[config.mk]
export PLATFORM = sky130hd
export DESIGN_NAME = freq_sweep_ctrl
export DESIGN_NICKNAME = d
export VERILOG_FILES = /design/src/rtl/fsweep_pkg.sv /design/src/rtl/fsweep_rate_timer.sv /design/src/rtl/fsweep_limit.sv /design/src/rtl/fsweep_engine.sv /design/src/rtl/freq_sweep_ctrl.sv
export SDC_FILE = /design/constraint.sdc
export NUM_CORES = 1
export LEC_CHECK = 0
export BUFFER_PORTS_ARGS = -buffer_cell sky130_fd_sc_hd__buf_2
export CELL_PAD_IN_SITES_DETAIL_PLACEMENT = 1
export CELL_PAD_IN_SITES_GLOBAL_PLACEMENT = 1
export CORE_UTILIZATION = 40
export CTS_BUF_LIST = sky130_fd_sc_hd__clkbuf_4
export CTS_CLUSTER_DIAMETER = 200
export DETAILED_ROUTE_END_ITERATION = 8
export PLACE_DENSITY_LB_ADDON = 0.1
export SETUP_SLACK_MARGIN = 0.5
export SLEW_MARGIN = 15
export SYNTH_ARGS = -nofsm -noshare
export SYNTH_HDL_FRONTEND = slang
export SYNTH_SLANG_ARGS = --single-unit
[constraint.sdc]
create_clock -name clk -period 7.03 [get_ports clk]
set_input_delay 0.703 -clock clk [delete_from_list [all_inputs] [get_ports clk]]
set_output_delay 0.703 -clock clk [all_outputs]
set_load 0.01 [all_outputs]
[src/rtl/fsweep_pkg.sv]
// Package: shared types for the linear frequency sweep controller.
// Assumes nothing beyond being compiled before the modules that import it.
package fsweep_pkg;

    // Sweep sequencing states.
    typedef enum logic [1:0] {
        SW_OFF  = 2'd0,   // disabled, word follows the profile word
        SW_RUN  = 2'd1,   // stepping
        SW_WRAP = 2'd2,   // terminating word shown, jump to start next
        SW_DONE = 2'd3    // parked on the terminating word
    } sweep_state_e;

endpackage

[src/rtl/fsweep_rate_timer.sv]
// Module: fsweep_rate_timer
// Counts system clocks between sweep steps and raises a tick once per
// interval of (rate + 1) clocks. Clear forces the count to zero; when not
// running and not cleared, the count is frozen (used by hold).
// Assumes rate is steady while running; a rate lowered below the current
// count still ticks on the next running cycle.
module fsweep_rate_timer #(
    parameter int RW = 20
) (
    input  logic          clk,
    input  logic          rst_n,
    input  logic          clear,
    input  logic          run,
    input  logic [RW-1:0] rate,
    output logic          tick
);

    logic [RW-1:0] cnt_q;

    // Tick when the count has reached the programmed interval.
    always_comb tick = run && (cnt_q >= rate);

    // Advance, wrap on tick, clear, or hold the interval count.
    always_ff @(posedge clk) begin
        if (!rst_n) begin
            cnt_q <= '0;
        end else if (clear) begin
            cnt_q <= '0;
        end else if (run) begin
            cnt_q <= tick ? '0 : cnt_q + 1'b1;
        end
    end

    // A frozen timer keeps its count.
    p_cnt_frozen_r7: assert property (@(posedge clk) disable iff (!rst_n)
        (!clear && !run) |=> $stable(cnt_q));

    // After a tick the next interval starts from zero.
    p_tick_restart_r3: assert property (@(posedge clk) disable iff (!rst_n)
        (tick && !clear) |=> (cnt_q == '0));

endmodule

[src/rtl/fsweep_limit.sv]
// Module: fsweep_limit
// Combinational next-word calculator. Adds the signed delta to the current
// word with two guard bits, gives the modulo-2^W sum for open-ended use, and
// flags whether the sum reaches or passes the terminating word in the
// direction of the delta.
// Assumes delta is two's complement and words are unsigned.
module fsweep_limit #(
    parameter int W = 32
) (
    input  logic [W-1:0] cur_word,
    input  logic [W-1:0] delta,
    input  logic [W-1:0] end_word,
    output logic [W-1:0] cand,
    output logic         reached
);

    localparam int EW = W + 2;

    logic signed [EW-1:0] cur_ext;
    logic signed [EW-1:0] delta_ext;
    logic signed [EW-1:0] end_ext;
    logic signed [EW-1:0] sum_ext;
    logic                 going_up;

    // Extend operands so carries and borrows stay visible in the compare.
    always_comb begin
        cur_ext   = $signed({2'b00, cur_word});
        delta_ext = $signed({{2{delta[W-1]}}, delta});
        end_ext   = $signed({2'b00, end_word});
        sum_ext   = cur_ext + delta_ext;
        going_up  = !delta[W-1];
    end

    // Wrapped sum and directional endpoint test.
    always_comb begin
        cand    = sum_ext[W-1:0];
        reached = going_up ? (sum_ext >= end_ext) : (sum_ext <= end_ext);
    end

endmodule

[src/rtl/fsweep_engine.sv]
// Module: fsweep_engine
// Sequencer holding the current tuning word and the sweep state. Loads the
// profile word while disabled, the start word on enable, applies steps on
// timer ticks with clamping or wrap-back in ramped mode, and registers a
// change flag aligned with the word.
// Assumes start, end, modes and rate are steady while enabled.
module fsweep_engine
    import fsweep_pkg::*;
#(
    parameter int W = 32
) (
    input  logic         clk,
    input  logic         rst_n,
    input  logic         sweep_en,
    input  logic         ramp_mode,
    input  logic         rtz_mode,
    input  logic         hold,
    input  logic [W-1:0] profile_word,
    input  logic [W-1:0] start_word,
    input  logic [W-1:0] end_word,
    input  logic [W-1:0] delta_word,
    input  logic         tick,
    input  logic [W-1:0] cand,
    input  logic         reached,
    output logic         timer_clear,
    output logic         timer_run,
    output logic [W-1:0] word_q,
    output logic         chg_q
);

    sweep_state_e state_q, state_d;
    logic [W-1:0] word_d;
    logic         delta_zero;

    // Timer control: count only while stepping and not held.
    always_comb begin
        delta_zero  = (delta_word == '0);
        timer_clear = !(sweep_en && (state_q == SW_RUN));
        timer_run   = sweep_en && (state_q == SW_RUN) && !hold;
    end

    // Next word and next state.
    always_comb begin
        word_d  = word_q;
        state_d = state_q;
        if (!sweep_en) begin
            word_d  = profile_word;
            state_d = SW_OFF;
        end else begin
            case (state_q)
                SW_OFF: begin
                    word_d  = start_word;
                    state_d = SW_RUN;
                end
                SW_RUN: begin
                    if (tick && !delta_zero) begin
                        if (ramp_mode && reached) begin
                            word_d  = end_word;
                            state_d = rtz_mode ? SW_WRAP : SW_DONE;
                        end else begin
                            word_d = cand;
                        end
                    end
                end
                SW_WRAP: begin
                    if (!hold) begin
                        word_d  = start_word;
                        state_d = SW_RUN;
                    end
                end
                default: begin
                    state_d = SW_DONE;
                end
            endcase
        end
    end

    // State, word and change-flag registers.
    always_ff @(posedge clk) begin
        if (!rst_n) begin
            state_q <= SW_OFF;
            word_q  <= '0;
            chg_q   <= 1'b0;
        end else begin
            state_q <= state_d;
            word_q  <= word_d;
            chg_q   <= (word_d != word_q);
        end
    end

    // Disabled: the word tracks the profile word.
    p_profile_follow_r1: assert property (@(posedge clk) disable iff (!rst_n)
        !sweep_en |=> (word_q == $past(profile_word)));

    // Enabling loads the start word.
    p_enable_start_r2: assert property (@(posedge clk) disable iff (!rst_n)
        (sweep_en && state_q == SW_OFF) |=> (word_q == $past(start_word)));

    // No step without a timer tick.
    p_step_on_tick_r3: assert property (@(posedge clk) disable iff (!rst_n)
        (sweep_en && state_q == SW_RUN && !tick) |=> $stable(word_q));

    // Arrival clamps to the terminating word.
    p_clamp_end_r4: assert property (@(posedge clk) disable iff (!rst_n)
        (sweep_en && state_q == SW_RUN && tick && !delta_zero && ramp_mode && reached)
        |=> (word_q == $past(end_word)));

    // Parked sweep does not move.
    p_parked_r4: assert property (@(posedge clk) disable iff (!rst_n)
        (sweep_en && state_q == SW_DONE) |=> $stable(word_q));

    // Return-to-start one cycle after the end word.
    p_wrap_start_r5: assert property (@(posedge clk) disable iff (!rst_n)
        (sweep_en && state_q == SW_WRAP && !hold) |=> (word_q == $past(start_word)));

    // Hold freezes the word.
    p_hold_freeze_r7: assert property (@(posedge clk) disable iff (!rst_n)
        (sweep_en && hold && state_q != SW_OFF) |=> $stable(word_q));

    // Zero delta never moves the word.
    p_zero_delta_r8: assert property (@(posedge clk) disable iff (!rst_n)
        (sweep_en && state_q == SW_RUN && delta_zero) |=> $stable(word_q));

endmodule

[src/rtl/freq_sweep_ctrl.sv]
// Module: freq_sweep_ctrl
// Top of the linear frequency sweep controller: rate timer, next-word
// calculator and sequencer. Output word and strobe are registered.
// Assumes a single clock domain and steady sweep settings while enabled.
module freq_sweep_ctrl #(
    parameter int W  = 32,
    parameter int RW = 20
) (
    input  logic          clk,
    input  logic          rst_n,
    input  logic          sweep_en,
    input  logic          ramp_mode,
    input  logic          rtz_mode,
    input  logic          hold,
    input  logic [W-1:0]  profile_word,
    input  logic [W-1:0]  start_word,
    input  logic [W-1:0]  end_word,
    input  logic [W-1:0]  delta_word,
    input  logic [RW-1:0] step_rate,
    output logic [W-1:0]  tw_out,
    output logic          tw_valid
);

    logic          tick;
    logic          timer_clear;
    logic          timer_run;
    logic [W-1:0]  cand;
    logic          reached;
    logic [W-1:0]  word_q;
    logic          chg_q;

    fsweep_rate_timer #(.RW(RW)) u_timer (
        .clk   (clk),
        .rst_n (rst_n),
        .clear (timer_clear),
        .run   (timer_run),
        .rate  (step_rate),
        .tick  (tick)
    );

    fsweep_limit #(.W(W)) u_limit (
        .cur_word (word_q),
        .delta    (delta_word),
        .end_word (end_word),
        .cand     (cand),
        .reached  (reached)
    );

    fsweep_engine #(.W(W)) u_engine (
        .clk          (clk),
        .rst_n        (rst_n),
        .sweep_en     (sweep_en),
        .ramp_mode    (ramp_mode),
        .rtz_mode     (rtz_mode),
        .hold         (hold),
        .profile_word (profile_word),
        .start_word   (start_word),
        .end_word     (end_word),
        .delta_word   (delta_word),
        .tick         (tick),
        .cand         (cand),
        .reached      (reached),
        .timer_clear  (timer_clear),
        .timer_run    (timer_run),
        .word_q       (word_q),
        .chg_q        (chg_q)
    );

    // Drive the outputs from the sequencer registers.
    always_comb begin
        tw_out   = word_q;
        tw_valid = chg_q;
    end

    // Strobe marks exactly the cycles where the word changed.
    p_strobe_match_r10: assert property (@(posedge clk) disable iff (!rst_n)
        tw_valid == (tw_out != $past(tw_out)));

    // Reset state.
    p_reset_state_r11: assert property (@(posedge clk)
        $past(!rst_n) |-> (tw_out == '0 && !tw_valid));

endmodule

==> metrics.cfg <==
[synth]
syn_area_um2=7740
synthSimpleGateAreaFrac_pct=20.3
yosysWarnings=0
synth_top_family_by_area=compound AO/OA/AOI/OAI gates
yosys.area.top_type_share_pct=14.2
synth_seq_cells=55
avgSynthCellArea_um2=7.25
synthAdderAreaFrac_pct=14.2
synth_area_leaders=dfxtp_1 (14%), ha_1 (14%), a21oi_1 (5.9%)
syn-num-nets=1309
synth_edf_count=0
synth_xor_area_share_pct=5.87
yosysTopAreaCell=dfxtp_1
synth.area.mux_share_pct=6.01
synth_compound_area_share_pct=31.4
ys.flop_type=dfxtp_1
yosysUniqueCellTypes=87
yosysSeqAreaShare_pct=14.2
async_flop_share_pct=0
synthCells=1068

[run_status]
status=finished, final reports clean

[die]
die_area_um2=19900
die_y_um=141
start_util_pct=41.1
num_rows=50
io_pins=187
core_area_um2=18800
die_w_um=141

[layout]
syn_to_final_growth_pct=17.9
multiInputGateArea_um2=6080
fin_area_um2=9130
fill_cells=2536
seq_area_um2=1100
nNetsFinal=1489
drive_gt1_share_pct=21.5
fin_util_pct=48.5

[flow_run]
cap_violations=0

[place]
routabilityCongestion=0.907
io_buffers=186
dp_hpwl_um=28600
placed_cell_area_um2=8980

[timing]
finalSetupViolations=0
timing.hold.ws_ns=0.559
drv_slew=0
maxSlewHeadroom_pct=33.3
period_minus_slack_ns=6.30
fmax_ghz=0.159
tightest_slew_ns=0.997
post-route-period-util_pct=89.7
rsz0062_at_grt=false
clock_skew_ns=0.0184
finalSetupTns_ns=0
finalHoldViolations=0

[global_routing]
grt_max_degree=75
grt_usage_pct=34.0
grt_pass1_wl_um=51800
antenna_found_initial=1
grt_overflow=0
grt_pass1_vias=9109

[critical_path]
critPathCaptureType=flop
crit_arrival_ns=6.59
crit_required_ns=7.32
cp_max_fo=11
worstSetupPathType=flop to flop
critical_path.startpoint_type=flop

[cts]
root_buffer=clkbuf_4
cts_sinks=55
h-tree-depth=2
clk_pin_slew_ns=0.19
cts_tree=yes
insertion_delay_ns=0.40
numCtsBuffers=5
cts_buffer_depth=2

[routing]
antenna_left=0
initialDrtViolationCount=681
wl_um=34500
drc=0
firstDrtPassIters=5
wl_per_cell_um=22.9
num_vias=9200
via_per_inst=6.09

[power]
power_leakage_nw=4.29
power.density_nw_per_um2=141
finalPower_mw=1.29
ir_worst_vdd_uv=71.8

[hold_path]
hold_path_class=flop to flop

[layout make-up]
class                      instances  area share [%]
clock inverter                     3           0.219
tap                              260            3.56
multi-input combinational        868            66.6
inverter                          99            4.07
sequential                        55            12.1
timing repair buffer             219            13.0
clock buffer                       5           0.411
antenna                            1          0.0274
[flip-flops by register name, indices dropped and copies added (netlist names)]
signal,count
u_engine.chg_q,1
u_engine.state_q,2
u_engine.word_q,32
u_timer.cnt_q,20
[metrics by stage]
| step | setup WS, ns | instances |
|---|---|---|
| after floorplan | 1.39 | 1068 |
| after global placement | 0.383 | 1496 |
| after detailed placement | 0.162 | 1496 |
| after CTS | 0.515 | 1504 |
| after global routing | 0.501 | 1510 |
| final | 0.728 | 1510 |
[cells in the mapped netlist (19+ instances only)]
cell type / number
nor3_1: 19
a21oi_1: 91
o21ai_0: 55
nand4_1: 25
a22oi_1: 26
clkbuf_1: 33
dfxtp_1: 55
nand2_1: 101
nor2_1: 91
xor2_1: 24
mux2i_1: 33
a21o_1: 21
xnor2_1: 26
inv_1: 98
ha_1: 86
[cells by family (layout without fill, tap and decap cells)]
family	Yosys count	after routing
simple gates	327	327
buf+inv	146	326
fa+ha+maj	87	87
flops	55	55
other cells	0	1
compound gates	358	359
mux	44	44
xor+xnor	51	51
[power by group]
part | total [mW] | switching [mW] | internal (mW)
logic | 0.780 | 0.464 | 0.316
clock network | 0.155 | 0.116 | 0.0384
registers | 0.354 | 0.0271 | 0.327
[critical path, cell delays in order (launching register included)]
cell and delay (ns):
dfxtp_1 0.50, ha_1 0.38, and3_4 0.23, and2_1 0.15
a221o_1 0.40, or3b_1 0.42, or2_4 0.26, a41oi_1 0.24
xnor2_1 0.13, ha_1 0.31, nand4_1 0.18, or3_1 0.46
nor4_1 0.24, a21oi_1 0.11, o31a_1 0.15, nor4_4 0.29
a21o_4 0.21, buf_4 0.23, mux2i_1 0.37, o22ai_1 0.13
nor4_1 0.40, nand4_1 0.18, o21ai_1 0.15, a31oi_1 0.10
[routing by layer]
layer  up-vias  share of wire [%]  GRT usage (%)  routed length [um]
li1       4311                  -              -                   -
met5         -                  0              0                   0
met2       418                 45           55.0               15500
met1      4393                 43           44.5               14800
met4         0                4.8           16.2                1650
met3        78                7.4           4.79                2560
[path summary, 6_finish.rpt]
kind | start | end | slack (ns) | cells after the start
worst max-delay path | u_engine.word_q[13] | u_engine.chg_q | 0.73 | 23
worst min register to register | u_timer.cnt_q[1] | u_timer.cnt_q[1] | 0.56 | 2
worst max register to register | u_engine.word_q[13] | u_engine.chg_q | 0.73 | 23
worst min-delay path | u_timer.cnt_q[1] | u_timer.cnt_q[1] | 0.56 | 2
[repair_timing]
item,4_1_cts,5_1_grt
buffers inserted,0,4
resized for setup,0,7
setup endpoints to repair,0,1
hold buffers,0,0
hold endpoints to repair,0,0
[layout by cell type (no fill, tap or decap), drive strengths merged, types with 19 or more instances in the layout]
cell type,netlist,routed
mux2i,33,33
o21ai,61,61
xor2,25,25
inv,99,99
ha,86,86
nor2,91,91
nor3,19,19
nand4,25,25
a21o,22,23
buf,14,219
nand2,101,101
dfxtp,55,55
xnor2,26,26
o211ai,20,20
a22oi,26,26
a21oi,91,91
(Power assumes the default switching activity.)
